--- src/rtl/scl_gen_pkg.sv ---
package scl_gen_pkg;

    typedef enum logic [1:0] {
        BUS_STANDARD  = 2'd0,
        BUS_FAST      = 2'd1,
        BUS_FAST_PLUS = 2'd2,
        BUS_TURBO     = 2'd3
    } bus_mode_e;

    typedef enum logic [1:0] {
        ST_IDLE,
        ST_DRIVE_LOW,
        ST_AWAIT_HIGH,
        ST_COUNT_HIGH
    } phase_state_e;

    // Minimum low-phase length per speed mode
    function automatic logic [7:0] floor_low(input logic [1:0] mode);
        unique case (bus_mode_e'(mode))
            BUS_STANDARD:  floor_low = 8'd157;
            BUS_FAST:      floor_low = 8'd44;
            BUS_FAST_PLUS: floor_low = 8'd17;
            default:       floor_low = 8'd14;
        endcase
    endfunction

    // Minimum high-phase length per speed mode
    function automatic logic [7:0] floor_high(input logic [1:0] mode);
        unique case (bus_mode_e'(mode))
            BUS_STANDARD:  floor_high = 8'd134;
            BUS_FAST:      floor_high = 8'd20;
            BUS_FAST_PLUS: floor_high = 8'd9;
            default:       floor_high = 8'd5;
        endcase
    endfunction

endpackage

--- src/rtl/scl_count_clamp.sv ---
module scl_count_clamp
    import scl_gen_pkg::*;
#(
    parameter int CNT_W = 8
) (
    input  logic [1:0]       mode,
    input  logic [CNT_W-1:0] raw_low,
    input  logic [CNT_W-1:0] raw_high,
    output logic [CNT_W-1:0] eff_low,
    output logic [CNT_W-1:0] eff_high
);
    localparam int NPHASE = 2;

    logic [NPHASE-1:0][CNT_W-1:0] raw_v;
    logic [NPHASE-1:0][CNT_W-1:0] floor_v;
    logic [NPHASE-1:0][CNT_W-1:0] eff_v;

    assign raw_v[0]   = raw_low;
    assign raw_v[1]   = raw_high;
    assign floor_v[0] = CNT_W'(floor_low(mode));
    assign floor_v[1] = CNT_W'(floor_high(mode));

    // One comparator and mux per phase
    generate
        for (genvar g = 0; g < NPHASE; g++) begin : g_phase
            assign eff_v[g] = (raw_v[g] < floor_v[g]) ? floor_v[g] : raw_v[g];
        end
    endgenerate

    assign eff_low  = eff_v[0];
    assign eff_high = eff_v[1];

endmodule

--- src/rtl/scl_phase_counter.sv ---
module scl_phase_counter #(
    parameter int CNT_W = 8
) (
    input  logic             clk,
    input  logic             rst_n,
    input  logic             clr,
    input  logic             load,
    input  logic [CNT_W-1:0] load_val,
    input  logic             dec,
    output logic             cnt_zero
);
    logic [CNT_W-1:0] cnt_q;

    always_ff @(posedge clk) begin
        if (!rst_n) begin
            cnt_q <= '0;
        end else if (clr) begin
            cnt_q <= '0;
        end else if (load) begin
            cnt_q <= load_val;
        end else if (dec) begin
            cnt_q <= cnt_q - 1'b1;
        end
    end

    assign cnt_zero = (cnt_q == '0);

    // a decrement is never requested on an expired count
    p_no_wrap_r1: assert property (@(posedge clk) disable iff (!rst_n)
        (dec && !load && !clr) |-> !cnt_zero);

    // a clear leaves the counter at zero
    p_clear_zero_r7: assert property (@(posedge clk) disable iff (!rst_n)
        clr |=> cnt_zero);

endmodule

--- src/rtl/scl_phase_fsm.sv ---
module scl_phase_fsm
    import scl_gen_pkg::*;
#(
    parameter int CNT_W = 8
) (
    input  logic             clk,
    input  logic             rst_n,
    input  logic             enable,
    input  logic             scl_line,
    input  logic             cnt_zero,
    input  logic [CNT_W-1:0] eff_low,
    input  logic [CNT_W-1:0] eff_high,
    output logic             cnt_clr,
    output logic             cnt_load,
    output logic [CNT_W-1:0] cnt_load_val,
    output logic             cnt_dec,
    output logic             scl_drive_low,
    output logic             phase_strobe
);
    phase_state_e     state_q, state_d;
    logic [CNT_W-1:0] high_len_q;
    logic             enter_low;
    logic             enter_release;

    // Next state and counter control
    always_comb begin
        state_d      = state_q;
        cnt_clr      = 1'b0;
        cnt_load     = 1'b0;
        cnt_load_val = '0;
        cnt_dec      = 1'b0;
        if (!enable) begin
            state_d = ST_IDLE;                         // halt
            cnt_clr = 1'b1;
        end else begin
            unique case (state_q)
                ST_IDLE: begin                         // start
                    state_d      = ST_DRIVE_LOW;
                    cnt_load     = 1'b1;
                    cnt_load_val = eff_low - 1'b1;
                end
                ST_DRIVE_LOW: begin
                    if (cnt_zero) begin
                        state_d = ST_AWAIT_HIGH;       // release
                    end else begin
                        cnt_dec = 1'b1;
                    end
                end
                ST_AWAIT_HIGH: begin
                    if (scl_line) begin                // sensed
                        state_d      = ST_COUNT_HIGH;
                        cnt_load     = 1'b1;
                        cnt_load_val = high_len_q - 1'b1;
                    end
                end
                ST_COUNT_HIGH: begin
                    if (cnt_zero) begin                // wrap
                        state_d      = ST_DRIVE_LOW;
                        cnt_load     = 1'b1;
                        cnt_load_val = eff_low - 1'b1;
                    end else begin
                        cnt_dec = 1'b1;
                    end
                end
                default: begin
                    state_d = ST_IDLE;
                end
            endcase
        end
    end

    assign enter_low     = (state_d == ST_DRIVE_LOW)  && (state_q != ST_DRIVE_LOW);
    assign enter_release = (state_d == ST_AWAIT_HIGH) && (state_q != ST_AWAIT_HIGH);

    // State register; high length captured with the low-phase start
    always_ff @(posedge clk) begin
        if (!rst_n) begin
            state_q    <= ST_IDLE;
            high_len_q <= '0;
        end else begin
            state_q <= state_d;
            if (enter_low) begin
                high_len_q <= eff_high;
            end
        end
    end

    // Registered outputs
    always_ff @(posedge clk) begin
        if (!rst_n) begin
            scl_drive_low <= 1'b0;
            phase_strobe  <= 1'b0;
        end else begin
            scl_drive_low <= (state_d == ST_DRIVE_LOW);
            phase_strobe  <= enter_low || enter_release;
        end
    end

    // the strobe never lasts two cycles
    p_strobe_lone_r8: assert property (@(posedge clk) disable iff (!rst_n)
        phase_strobe |=> !phase_strobe);

    // every new low phase is marked
    p_low_marked_r8: assert property (@(posedge clk) disable iff (!rst_n)
        $rose(scl_drive_low) |-> phase_strobe);

    // a low enable releases the line with no strobe
    p_off_release_r7: assert property (@(posedge clk) disable iff (!rst_n)
        !enable |=> (!scl_drive_low && !phase_strobe && state_q == ST_IDLE));

    // a line held low keeps the machine waiting, released
    p_stretch_hold_r5: assert property (@(posedge clk) disable iff (!rst_n)
        (enable && state_q == ST_AWAIT_HIGH && !scl_line)
            |=> (state_q == ST_AWAIT_HIGH && !scl_drive_low));

endmodule

--- src/rtl/scl_period_gen.sv ---
module scl_period_gen
    import scl_gen_pkg::*;
#(
    parameter int CNT_W = 8
) (
    input  logic             clk,
    input  logic             rst_n,
    input  logic             enable,
    input  logic [1:0]       bus_mode,
    input  logic [CNT_W-1:0] low_count,
    input  logic [CNT_W-1:0] high_count,
    input  logic             scl_sense,
    output logic             scl_pull_low,
    output logic             phase_strobe
);
    logic [CNT_W-1:0] eff_low;
    logic [CNT_W-1:0] eff_high;
    logic             cnt_clr;
    logic             cnt_load;
    logic [CNT_W-1:0] cnt_load_val;
    logic             cnt_dec;
    logic             cnt_zero;

    scl_count_clamp #(.CNT_W(CNT_W)) i_clamp (
        .mode     (bus_mode),
        .raw_low  (low_count),
        .raw_high (high_count),
        .eff_low  (eff_low),
        .eff_high (eff_high)
    );

    scl_phase_counter #(.CNT_W(CNT_W)) i_counter (
        .clk      (clk),
        .rst_n    (rst_n),
        .clr      (cnt_clr),
        .load     (cnt_load),
        .load_val (cnt_load_val),
        .dec      (cnt_dec),
        .cnt_zero (cnt_zero)
    );

    scl_phase_fsm #(.CNT_W(CNT_W)) i_fsm (
        .clk           (clk),
        .rst_n         (rst_n),
        .enable        (enable),
        .scl_line      (scl_sense),
        .cnt_zero      (cnt_zero),
        .eff_low       (eff_low),
        .eff_high      (eff_high),
        .cnt_clr       (cnt_clr),
        .cnt_load      (cnt_load),
        .cnt_load_val  (cnt_load_val),
        .cnt_dec       (cnt_dec),
        .scl_drive_low (scl_pull_low),
        .phase_strobe  (phase_strobe)
    );

    // clamped lengths never fall below the mode floor
    p_floor_r3: assert property (@(posedge clk) disable iff (!rst_n)
        (eff_low >= CNT_W'(floor_low(bus_mode))) &&
        (eff_high >= CNT_W'(floor_high(bus_mode))));

    // legal programmed counts pass through untouched
    p_pass_r4: assert property (@(posedge clk) disable iff (!rst_n)
        (low_count >= CNT_W'(floor_low(bus_mode))) |-> (eff_low == low_count));

endmodule

--- config.mk ---
export PLATFORM = sky130hd
export DESIGN_NAME = scl_period_gen
export DESIGN_NICKNAME = d
export VERILOG_FILES = /design/src/rtl/scl_gen_pkg.sv /design/src/rtl/scl_count_clamp.sv /design/src/rtl/scl_phase_counter.sv /design/src/rtl/scl_phase_fsm.sv /design/src/rtl/scl_period_gen.sv
export SDC_FILE = /design/constraint.sdc
export NUM_CORES = 1
export LEC_CHECK = 0
export BUFFER_PORTS_ARGS = -buffer_cell sky130_fd_sc_hd__buf_4
export CAP_MARGIN = 20
export CORE_MARGIN = 2
export CORE_UTILIZATION = 60
export CTS_BUF_LIST = sky130_fd_sc_hd__clkbuf_2 sky130_fd_sc_hd__clkbuf_4 sky130_fd_sc_hd__clkbuf_8
export CTS_CLUSTER_DIAMETER = 120
export DETAILED_ROUTE_END_ITERATION = 10
export PLACE_DENSITY = 0.86
export SLEW_MARGIN = 20
export SYNTH_ARGS = -nofsm -noshare
export SYNTH_HDL_FRONTEND = slang
export SYNTH_SLANG_ARGS = --single-unit
--- constraint.sdc ---
create_clock -name clk -period 11.95 [get_ports clk]
set_clock_uncertainty 0.2 [all_clocks]
set_input_delay 2.9875 -clock clk [delete_from_list [all_inputs] [get_ports clk]]
set_output_delay 2.9875 -clock clk [all_outputs]
set_load 0.02 [all_outputs]
* Word level (Yosys, flattened, before mapping)
Index checks and enable logic that the tools add are counted.
Operators by class: order comparisons 2, reduce and logical (&&, ||, !) cells 9, shift operators 0, add/sub/neg operators 3, bitwise logic cells 0, mux-type cells 21, equal/unequal tests 9, divide/modulo/power cells 0, multiply operators 0
Operators by type and width (number):
- $pmux 8 s3 | 3
- $mux 8 | 6
- $sub 8x1->8 const B | 3
- $lt 8x8->1 | 2
- $eq 2x2->1 const B | 4
- $logic_not 8->1 | 1
- $mux 2 | 4
- $pmux 2 s4 | 1
- $eq 2x1->1 const B | 3
- $mux 1 | 6
- $logic_not 2->1 | 2
- $pmux 1 s3 | 1
- $logic_and 1x1->1 | 2
- $ne 2x1->1 const B | 1
- $ne 2x2->1 const B | 1
- $reduce_and 2->1 | 1
- $reduce_bool 2->1 | 1
- $reduce_or 2->1 | 1
- $logic_or 1x1->1 | 1
Storage, ports and cells: register bits after elaboration 20, bits in writable memories 0, latch bits 0, word-level logic and storage cells 49, output and inout bits 2, input port bits 22, memories 0, memory bits (read-only) 0

* Depth between registers and ports, before layout
Gate-level depths: netlist of run 1.
depth in word-level cells 8, depth in mapped cells 14, depth with buffers taken out 13

* Modules after synthesis
Synthesis of run 1 repeated with hierarchy kept, for this count alone.
Unflattened totals: cell total of the unflattened synthesis 214, area total of the unflattened synthesis 1757.9 µm²
By module, submodules not included:
- scl_phase_fsm | area an instance 822.0 µm², seq. area each 240.2 µm², cells each 111, instances 1
- scl_count_clamp | area an instance 474.2 µm², seq. area each 0.0 µm², cells each 52, instances 1
- scl_phase_counter | area an instance 461.7 µm², seq. area each 160.2 µm², cells each 51, instances 1

* Worst setup path before layout of run 1
No wires, ideal clock.
kind in2reg, start input bus_mode[1], end register i_counter.cnt_q[4], required time 11.638 ns, buffers on the path 1, stages 13, setup time 0.112 ns, arrival 5.549 ns, setup slack 6.089 ns, path through or2_2 > ha_1 > and4b_1 > a221o_1 > a21o_1 > buf_2 > a21oi_1 > ha_1 > nand2_1 > xnor2_1 > mux2_2 > a21oi_1 > a2111oi_1
On the way: word-level cells in the longest chain between the ends 8, elaborated cells on any way between the ends 10, classes of those cells add/sub: 1; order compare: 1; eq/ne: 2; mux: 5; reduce/logical: 1
Ends and longest elaborated chain:
- from (decl) | line scl_period_gen.sv:9 | input logic [1:0] bus_mode,
- $eq 2x2->1, or another cell as far along | line scl_gen_pkg.sv:19 | unique case (bus_mode_e'(mode))
- $pmux 8 s3 * | line scl_gen_pkg.sv:19
- $lt 8x8->1 | line scl_count_clamp.sv:26 | assign eff_v[g] = (raw_v[g] < floor_v[g]) ? floor_v[g] : raw_v[g];
- $mux 8 * | line scl_count_clamp.sv:26
- $sub 8x1->8 * | line scl_phase_fsm.sv:40, scl_phase_fsm.sv:60
- $mux 8 | line scl_phase_fsm.sv:57 | if (cnt_zero) begin
- $pmux 8 s3 * | line scl_phase_fsm.sv:36 | unique case (state_q)
- $mux 8 * | line scl_phase_counter.sv:19 | end else if (load) begin
- to (signal assigned) | line scl_phase_counter.sv:20 | cnt_q <= load_val;
- to (signal assigned) | line scl_phase_counter.sv:22 | cnt_q <= cnt_q - 1'b1;
- to (decl) | line scl_phase_counter.sv:12 | logic [CNT_W-1:0] cnt_q;
Every way passes the cells marked *; elsewhere a longest branch is shown, timed or not. A chain may end at the register's enable or synchronous reset.

* Worst setup path after layout of run 1
Same ends and word-level chain as after synthesis.

==> qor.yml, run 1 <==
status: "complete, no violations"
final_cell_mix: "buf_4 (23), dfxtp_1 (20), nand2_1 (18), o21ai_0 (18), a21oi_1 (17)"
synth_edf_count: 0
worstHoldStart: "i_fsm.high_len_q[5]"
min_to: "i_fsm.high_len_q[5]"
cts_sinks: 20
dr_total_vias: 1751
syn_inst: 218
ys_types: 53
grt_pass1_wl_microns: 7113
worst_slew_pin_slew_ns: 0.7455
fmax_mhz: 168.8
synth_top_family_by_area: "compound AO/OA/AOI/OAI gates"
async_reset_ff_frac: 0
die_w_microns: 57.63
antenna_found_initial: 0
cellLeakagePower_nw: 0.7998
die-area_sq_mm: 0.003321
core_area_sq_mm: 0.002734
rr_endpoint: "i_counter.cnt_q[0]"
finalSetupViolCount: 0
pwr_density_cell_mw_per_mm2: 115.3
layout_min_cycle_time_ns: 5.925
min_period_over_period: 0.4958
dp_hpwl_microns: 3298
globalplace.congestion: 0.8891
yosysSeqAreaShare: 0.2321
ys_seq_elements: 20
drt_iter0_markers: 167
final_nets: 274
final_cell_area_sq_mm: 0.001961
synth_nets: 252
max-clock-path-buffers: 2
grt_pass1_vias: 1625
critical_path_class: "in -> reg"
drc_errors: 0
hold_path_class: "reg -> reg"
cp-start-kind: "primary input"
tns_ns: 0
whs_path_depth: 2
diodes: 0
drt-vias-per-instance: 6.485
track_usage: 0.2718
syn_area_per_cell_sq_um: 7.915
max-slew-margin-rel: 0.5030
first_pass_iters: 4
setup.worst_path.end_class: "flip-flop"
required_ns: 11.96
cts.htree.levels: 1
wl_microns: 4221
ctsHoldBuffers: 0
synthToLayoutAreaGrowth_pct: 13.63
ys.warnings.count: 0
finalHoldViolCount: 0
die_h_microns: 57.63
final_common_cell: "buf_4"
irDropWorstVdd_mv: 0.1212
port_buffers: 23
antenna_left: 0
routedWlPerCell_microns: 15.63
synthSimpleGateAreaFrac: 0.2422
p_total_mw: 0.2260
final_util: 0.7172
synthFlopType: "dfxtp_1"
syn_area_sq_mm: 0.001725
crit_path_max_fanout: 10
pin_count: 24
reg2reg_slack_ns: 8.91
grt_max_degree: 20
slew_viol_final: 0
cp.arrival_ns: 5.94
rows: 19
hold_slack_ns: 0.3148
rr_startpoint: "i_counter.cnt_q[0]"
synth_xor_area_frac: 0.06091
clock_tree.root_cell: "clkbuf_4"
synth-compound-area-share: 0.3060
gr-total-overflow: 0
postCtsSetupRepairBufs: 0
rsz0062_at_grt: "false"
initial_core_util: 0.6311
synth_fa_ha_area_frac: 0.08702
cts_resized: 0
worstSkewPairLatency_ns: 0.31
cts_buffers: 3
r2r_cells: 8
drive_gt1_frac: 0.1674
dpl_cell_area_sq_mm: 0.001908
clkTransAtPathRegs_ns: 0.12
synthMuxAreaShare: 0.03553
cts_tree: "built"
maxCapViolCount: 0
-- worst max path at each step --
stage	startpoint	slack, ns	end
2_1_floorplan	bus_mode[1]	6.09	i_counter.cnt_q[4]
3_3_place_gp	bus_mode[1]	5.85	i_counter.cnt_q[4]
3_5_place_dp	bus_mode[1]	5.72	i_counter.cnt_q[4]
4_1_cts	bus_mode[1]	6.05	i_counter.cnt_q[4]
5_1_grt	bus_mode[1]	5.76	i_counter.cnt_q[4]
6_report	bus_mode[1]	6.02	i_counter.cnt_q[4]
-- synth_stat cells (3+ instances only) --
cell type	n	area, sq um
inv_1	9	33.78
ha_1	12	150.1
xnor2_1	7	61.31
nor2_1	10	37.54
nor3_1	9	45.04
xor2_1	5	43.79
nand2b_1	7	43.79
mux2i_1	5	50.05
nand2_1	18	67.56
and2_1	3	18.77
a21o_1	4	30.03
a21oi_1	17	85.08
or2_2	4	25.02
o21ai_1	4	20.02
a211oi_1	4	30.03
a311oi_1	3	26.28
clkbuf_1	3	11.26
nand3_1	4	20.02
o21ai_0	18	90.09
or3_1	4	25.02
dfxtp_1	20	400.4
a2111oi_1	3	30.03
-- layer usage --
| metal | routed length [microns] | track usage | up-vias | part of all wire |
|---|---|---|---|---|
| li1 | - | - | 870 | - |
| met1 | 1964 | 0.3654 | 829 | 0.47 |
| met2 | 2029 | 0.4481 | 41 | 0.48 |
| met3 | 151 | 0.04688 | 11 | 0.036 |
| met4 | 75 | 0.07973 | 0 | 0.018 |
| met5 | 0 | 0 | - | 0 |
-- metrics by stage --
step	cells	worst slack (ns)
finish	270	6.025
global route	270	5.761
CTS	270	6.046
detailed placement	266	5.722
global placement	266	5.852
floorplan	218	6.089
-- power breakdown --
part           switching [mW]  internal [mW]
clock network          0.0221         0.0339
logic                  0.0488         0.0400
registers             0.00816         0.0730
total                  0.0791          0.147
-- cells by family (layout without fill, tap and decap cells) --
| group | after synthesis | in the layout |
|---|---|---|
| flops | 20 | 20 |
| mux | 6 | 6 |
| simple gates | 74 | 74 |
| compound gates | 79 | 79 |
| fa+ha+maj | 12 | 12 |
| buf+inv | 15 | 36 |
| xor+xnor | 12 | 12 |
-- state kept, by name (all words and copies together), names as in the netlist --
name,flops
i_fsm.scl_drive_low,1
i_fsm.state_q,2
i_fsm.phase_strobe,1
i_fsm.high_len_q,8
i_counter.cnt_q,8
-- area by class of cell --
cell class	instances	area (sq um)
clock buffers	3	22.52
flip-flops and latches	20	400.4
repair buffers	23	172.7
inverters	9	33.78
clock inverters	1	30.03
well taps	31	38.79
fillers	222	773.2
multi-input cells	183	1262
-- critical path: stages --
cell and delay [ns]:
buf_4 0.13, or2_2 0.35, ha_1 0.30, and4b_1 0.22
a221o_1 0.36, a21o_1 0.30, a21oi_1 0.25, ha_1 0.26
nand2_1 0.09, xnor2_1 0.15, mux2_2 0.17, a21oi_1 0.06
a2111oi_1 0.30
Power figures use the tool's default switching activity.
==> run 2: changes to the inputs <==
Settings changed: CORE_UTILIZATION 60 to 54, PLACE_DENSITY 0.86 to 0.82.
Clock period 11.95 ns to 5 ns, I/O delays scaled along.
==> run 2 against run 1 <==
Sequential cell count is the same. First-iteration DRC count shrank 2.4%. Global-route usage shrank 1.8 points. Count of clock-buffer cells in the layout is the same. Setup slack lost 5.2 ns. Combinational power grew 140%. Total power grew 110%. Wire length shrank 0.52%. Utilization shrank 7.9 points. Hold slack lost 0.0032 ns. Register-to-register slack lost 7.0 ns. Critical path type unchanged. Highest routed layer unchanged.
==> qor.yml, run 2 (synthesized netlist as in run 1, its figures left out) <==
status: "complete, no violations"
setup.worst_path.end_class: "flip-flop"
cts_tree: "built"
worst_slew_pin_slew_ns: 0.7623
pwr_density_cell_mw_per_mm2: 249.5
fmax_mhz: 239.8
final_common_cell: "buf_4"
postCtsSetupRepairBufs: 0
worstSkewPairLatency_ns: 0.31
drt-vias-per-instance: 6.227
rows: 20
clock_tree.root_cell: "clkbuf_4"
track_usage: 0.2543
grt_pass1_vias: 1621
critical_path_class: "in -> reg"
cts.htree.levels: 1
antenna_left: 0
dr_total_vias: 1756
pin_count: 24
wl_microns: 4199
drc_errors: 0
finalHoldViolCount: 0
final_cell_mix: "buf_4 (23), dfxtp_1 (20), nand2_1 (18), o21ai_0 (18), a21oi_1 (17)"
cp.arrival_ns: 4.18
drt_iter0_markers: 163
globalplace.congestion: 0.9619
min_period_over_period: 0.8340
diodes: 0
ctsHoldBuffers: 0
die_h_microns: 60.53
grt_pass1_wl_microns: 7148
rsz0062_at_grt: "false"
clkTransAtPathRegs_ns: 0.12
max-slew-margin-rel: 0.4918
maxCapViolCount: 0
final_util: 0.6377
routedWlPerCell_microns: 14.89
tns_ns: 0
max_stage_delay_ns: 0.37
gr-total-overflow: 0
slew_viol_final: 0
irDropWorstVdd_mv: 0.1510
initial_core_util: 0.5652
max-clock-path-buffers: 2
first_pass_iters: 4
required_ns: 5.01
die_w_microns: 60.53
core_area_sq_mm: 0.003053
grt_max_degree: 20
cts_buffers: 3
slowest_stage: "a221o_1"
cts_sinks: 20
port_buffers: 23
hold_path_class: "reg -> reg"
path_cells: "buf_4, or2_2, ha_1, and4b_1, a221o_1, a21o_1, a21oi_1, ha_1, nand2_1, xnor2_1, mux2_2, a21oi_1, a2111oi_1"
antenna_found_initial: 0
crit_path_max_fanout: 10
fill_cells: 302
top_regs: "i_counter.cnt_q (8), i_fsm.high_len_q (8), i_fsm.state_q (2)"
cts_resized: 0
finalSetupViolCount: 0
final_nets: 274
die-area_sq_mm: 0.003663
dp_hpwl_microns: 3272
synthToLayoutAreaGrowth_pct: 12.84
cellLeakagePower_nw: 0.7857
cp-start-kind: "primary input"
layout_min_cycle_time_ns: 4.170
drive_gt1_frac: 0.1639
==> run 2: cell count changes in the layout (fill, tap and decap cells not counted) <==
cell / previous run / this run
bufinv_16: 1 / 0
==> run 2: path summary, 6_finish.rpt <==
kind / from / to / slack, ns / depth (start not counted)
hold reg to reg: i_fsm.high_len_q[5] / i_fsm.high_len_q[5] / 0.31 / 2
setup / recovery: bus_mode[1] / i_counter.cnt_q[4] / 0.83 / 13
hold / removal: i_fsm.high_len_q[5] / i_fsm.high_len_q[5] / 0.31 / 2
setup reg to reg: i_counter.cnt_q[0] / i_counter.cnt_q[6] / 1.94 / 8
==> run 2: metrics by stage <==
step	area [sq um]	setup WS [ns]	hold WS, ns	power, mW	instances
floorplan	1725	0.8766	0.2621	0.3508	218
global placement	1924	0.6460	0.2885	0.4027	279
detailed placement	1924	0.5065	0.2932	0.4058	279
CTS	1947	0.8323	0.3111	0.4834	282
global route	1947	0.6579	0.3360	0.5210	282
finish	1947	0.8300	0.3116	0.4858	282
==> run 2: layer usage <==
layer  up-vias  part of all wire  GRT usage
met2        63              0.50     0.4425
met5         -                 0          0
li1        870                 -          -
met1       813              0.43     0.3307
met3        10             0.055    0.04691
met4         0             0.014    0.05280
==> run 2: where the power goes <==
group          leakage [nW]  internal, mW  switching (mW)
clock                0.0138        0.0282          0.0521
sequential            0.164         0.174          0.0187
combinational         0.607        0.0957           0.117
total                 0.786         0.298           0.188
==> run 2: critical path, delay by kind of cell <==
family / cells / cell delay [ns]
muxes: 1 / 0.17
AOI/OAI and AO/OA: 5 / 1.26
xor gates and xnor gates: 1 / 0.13
buffers and inverters: 1 / 0.14
and+or+nand+nor: 3 / 0.68
adders and majority gates: 2 / 0.57
==> run 2: final cells by class <==
cell class                 count  area [sq um]  area share
multi-input combinational    183          1262      0.6485
sequential                    20         400.4      0.2057
timing repair buffer          23         172.7     0.08869
tap                           44         55.05     0.02828
inverter                       9         33.78     0.01735
clock buffer                   3         22.52     0.01157
==> run 3: changes to the inputs <==
Clock period 5 ns to 3.8 ns, I/O delays scaled along.
==> run 3 against run 2 <==
Register-to-register slack lost 1.3 ns. Hold slack gained 0.0036 ns. Sequential cell count is the same. Sequential share of layout area shrank 0.82 points. Setup slack lost 0.67 ns. Utilization grew 2.7 points. Critical path depth is the same. Via count grew 0.74%. Largest cell class unchanged.
==> qor.yml, run 3 (synthesized netlist as in run 1, its figures left out) <==
status: "complete, no violations"
drt-vias-per-instance: 6.058
ctsHoldBuffers: 0
crit_path_max_fanout: 5
core_area_sq_mm: 0.003053
initial_core_util: 0.5652
critical_path_class: "in -> reg"
clkTransAtPathRegs_ns: 0.11
final_nets: 284
port_buffers: 23
final_util: 0.6643
dr_total_vias: 1769
dp_hpwl_microns: 3310
cts_sinks: 20
clock_tree.root_cell: "clkbuf_4"
rsz0062_at_grt: "false"
cp-start-kind: "primary input"
diodes: 0
tns_ns: 0
finalHoldViolCount: 0
wl_microns: 4328
slew_viol_final: 0
die-area_sq_mm: 0.003663
cts_buffers: 3
drc_errors: 0
cp.arrival_ns: 3.63
max-clock-path-buffers: 2
cellLeakagePower_nw: 0.8316
irDropWorstVdd_mv: 0.2867
hold_path_class: "reg -> reg"
cts_resized: 0
place_ws_ns: -0.1253
final_cell_mix: "buf_4 (33), dfxtp_1 (20), nand2_1 (18), o21ai_0 (18), a21oi_1 (16)"
antenna_left: 0
p_total_mw: 0.6503
rows: 20
fmax_mhz: 275.1
worstSkewPairLatency_ns: 0.30
synthToLayoutAreaGrowth_pct: 17.55
routedWlPerCell_microns: 14.82
drt_iter0_markers: 124
grt_max_degree: 20
setup.worst_path.end_class: "flip-flop"
gr-total-overflow: 0
worst_slew_pin_slew_ns: 0.7825
pwr_density_cell_mw_per_mm2: 320.6
grt_pass1_vias: 1614
fill_cells: 278
max-slew-margin-rel: 0.4783
finalSetupViolCount: 0
cts_tree: "built"
grt_pass1_wl_microns: 7279
layout_min_cycle_time_ns: 3.635
antenna_found_initial: 0
track_usage: 0.2569
first_pass_iters: 4
required_ns: 3.80
drive_gt1_frac: 0.2056
top_regs: "i_counter.cnt_q (8), i_fsm.high_len_q (8), i_fsm.state_q (2)"
globalplace.congestion: 0.8809
final_common_cell: "buf_4"
postCtsSetupRepairBufs: 0
hold_slack_ns: 0.3152
pin_count: 24
die_h_microns: 60.53
finalWorstSetupSlack_ns: 0.1647
maxCapViolCount: 0
die_w_microns: 60.53
cts.htree.levels: 1
min_period_over_period: 0.9567
## run 3: report_power, final
group          internal [mW]  leakage (nW)  switching (mW)
Combinational          0.137         0.653           0.157
Sequential             0.229         0.164          0.0263
Clock                 0.0370        0.0138          0.0635
## run 3: path summary, 6_finish.rpt
kind              depth (start not counted)                   to                 from  slack, ns
hold reg to reg                           2  i_fsm.high_len_q[5]  i_fsm.high_len_q[5]       0.32
setup reg to reg                          8   i_counter.cnt_q[6]   i_counter.cnt_q[0]       0.63
hold / removal                            2  i_fsm.high_len_q[5]  i_fsm.high_len_q[5]       0.32
setup / recovery                         13   i_counter.cnt_q[4]          bus_mode[1]       0.16
## run 3: per-stage QoR
stage                     instances  instance area, sq um
final                           292                  2028
after global routing            292                  2028
after CTS                       292                  2028
after detailed placement        289                  2006
after global placement          289                  2006
after floorplan                 218                  1732
## run 3: layout make-up
| type | count | area, sq um | share of cell area |
|---|---|---|---|
| multi-input cells | 183 | 1269 | 0.6255 |
| flip-flops and latches | 20 | 400.4 | 0.1974 |
| repair buffers | 33 | 247.7 | 0.1221 |
| well taps | 44 | 55.05 | 0.02714 |
| inverters | 9 | 33.78 | 0.01666 |
| clock buffers | 3 | 22.52 | 0.01110 |
## run 3: worst max-delay path: stages
cell,delay [ns]
buf_4,0.12
or2_2,0.31
ha_1,0.30
and4b_1,0.23
a221o_1,0.38
a21o_1,0.22
a21oi_2,0.18
ha_2,0.22
nand2_1,0.07
xnor2_1,0.12
mux2_2,0.16
a21oi_1,0.05
a2111oi_1,0.31
## run 3: routing by layer
metal	routed length, microns	global-route usage	up-vias
li1	-	-	887
met1	2064	0.3381	825
met2	2048	0.4348	47
met3	141	0.04904	10
met4	74	0.06522	0
met5	0	0	-
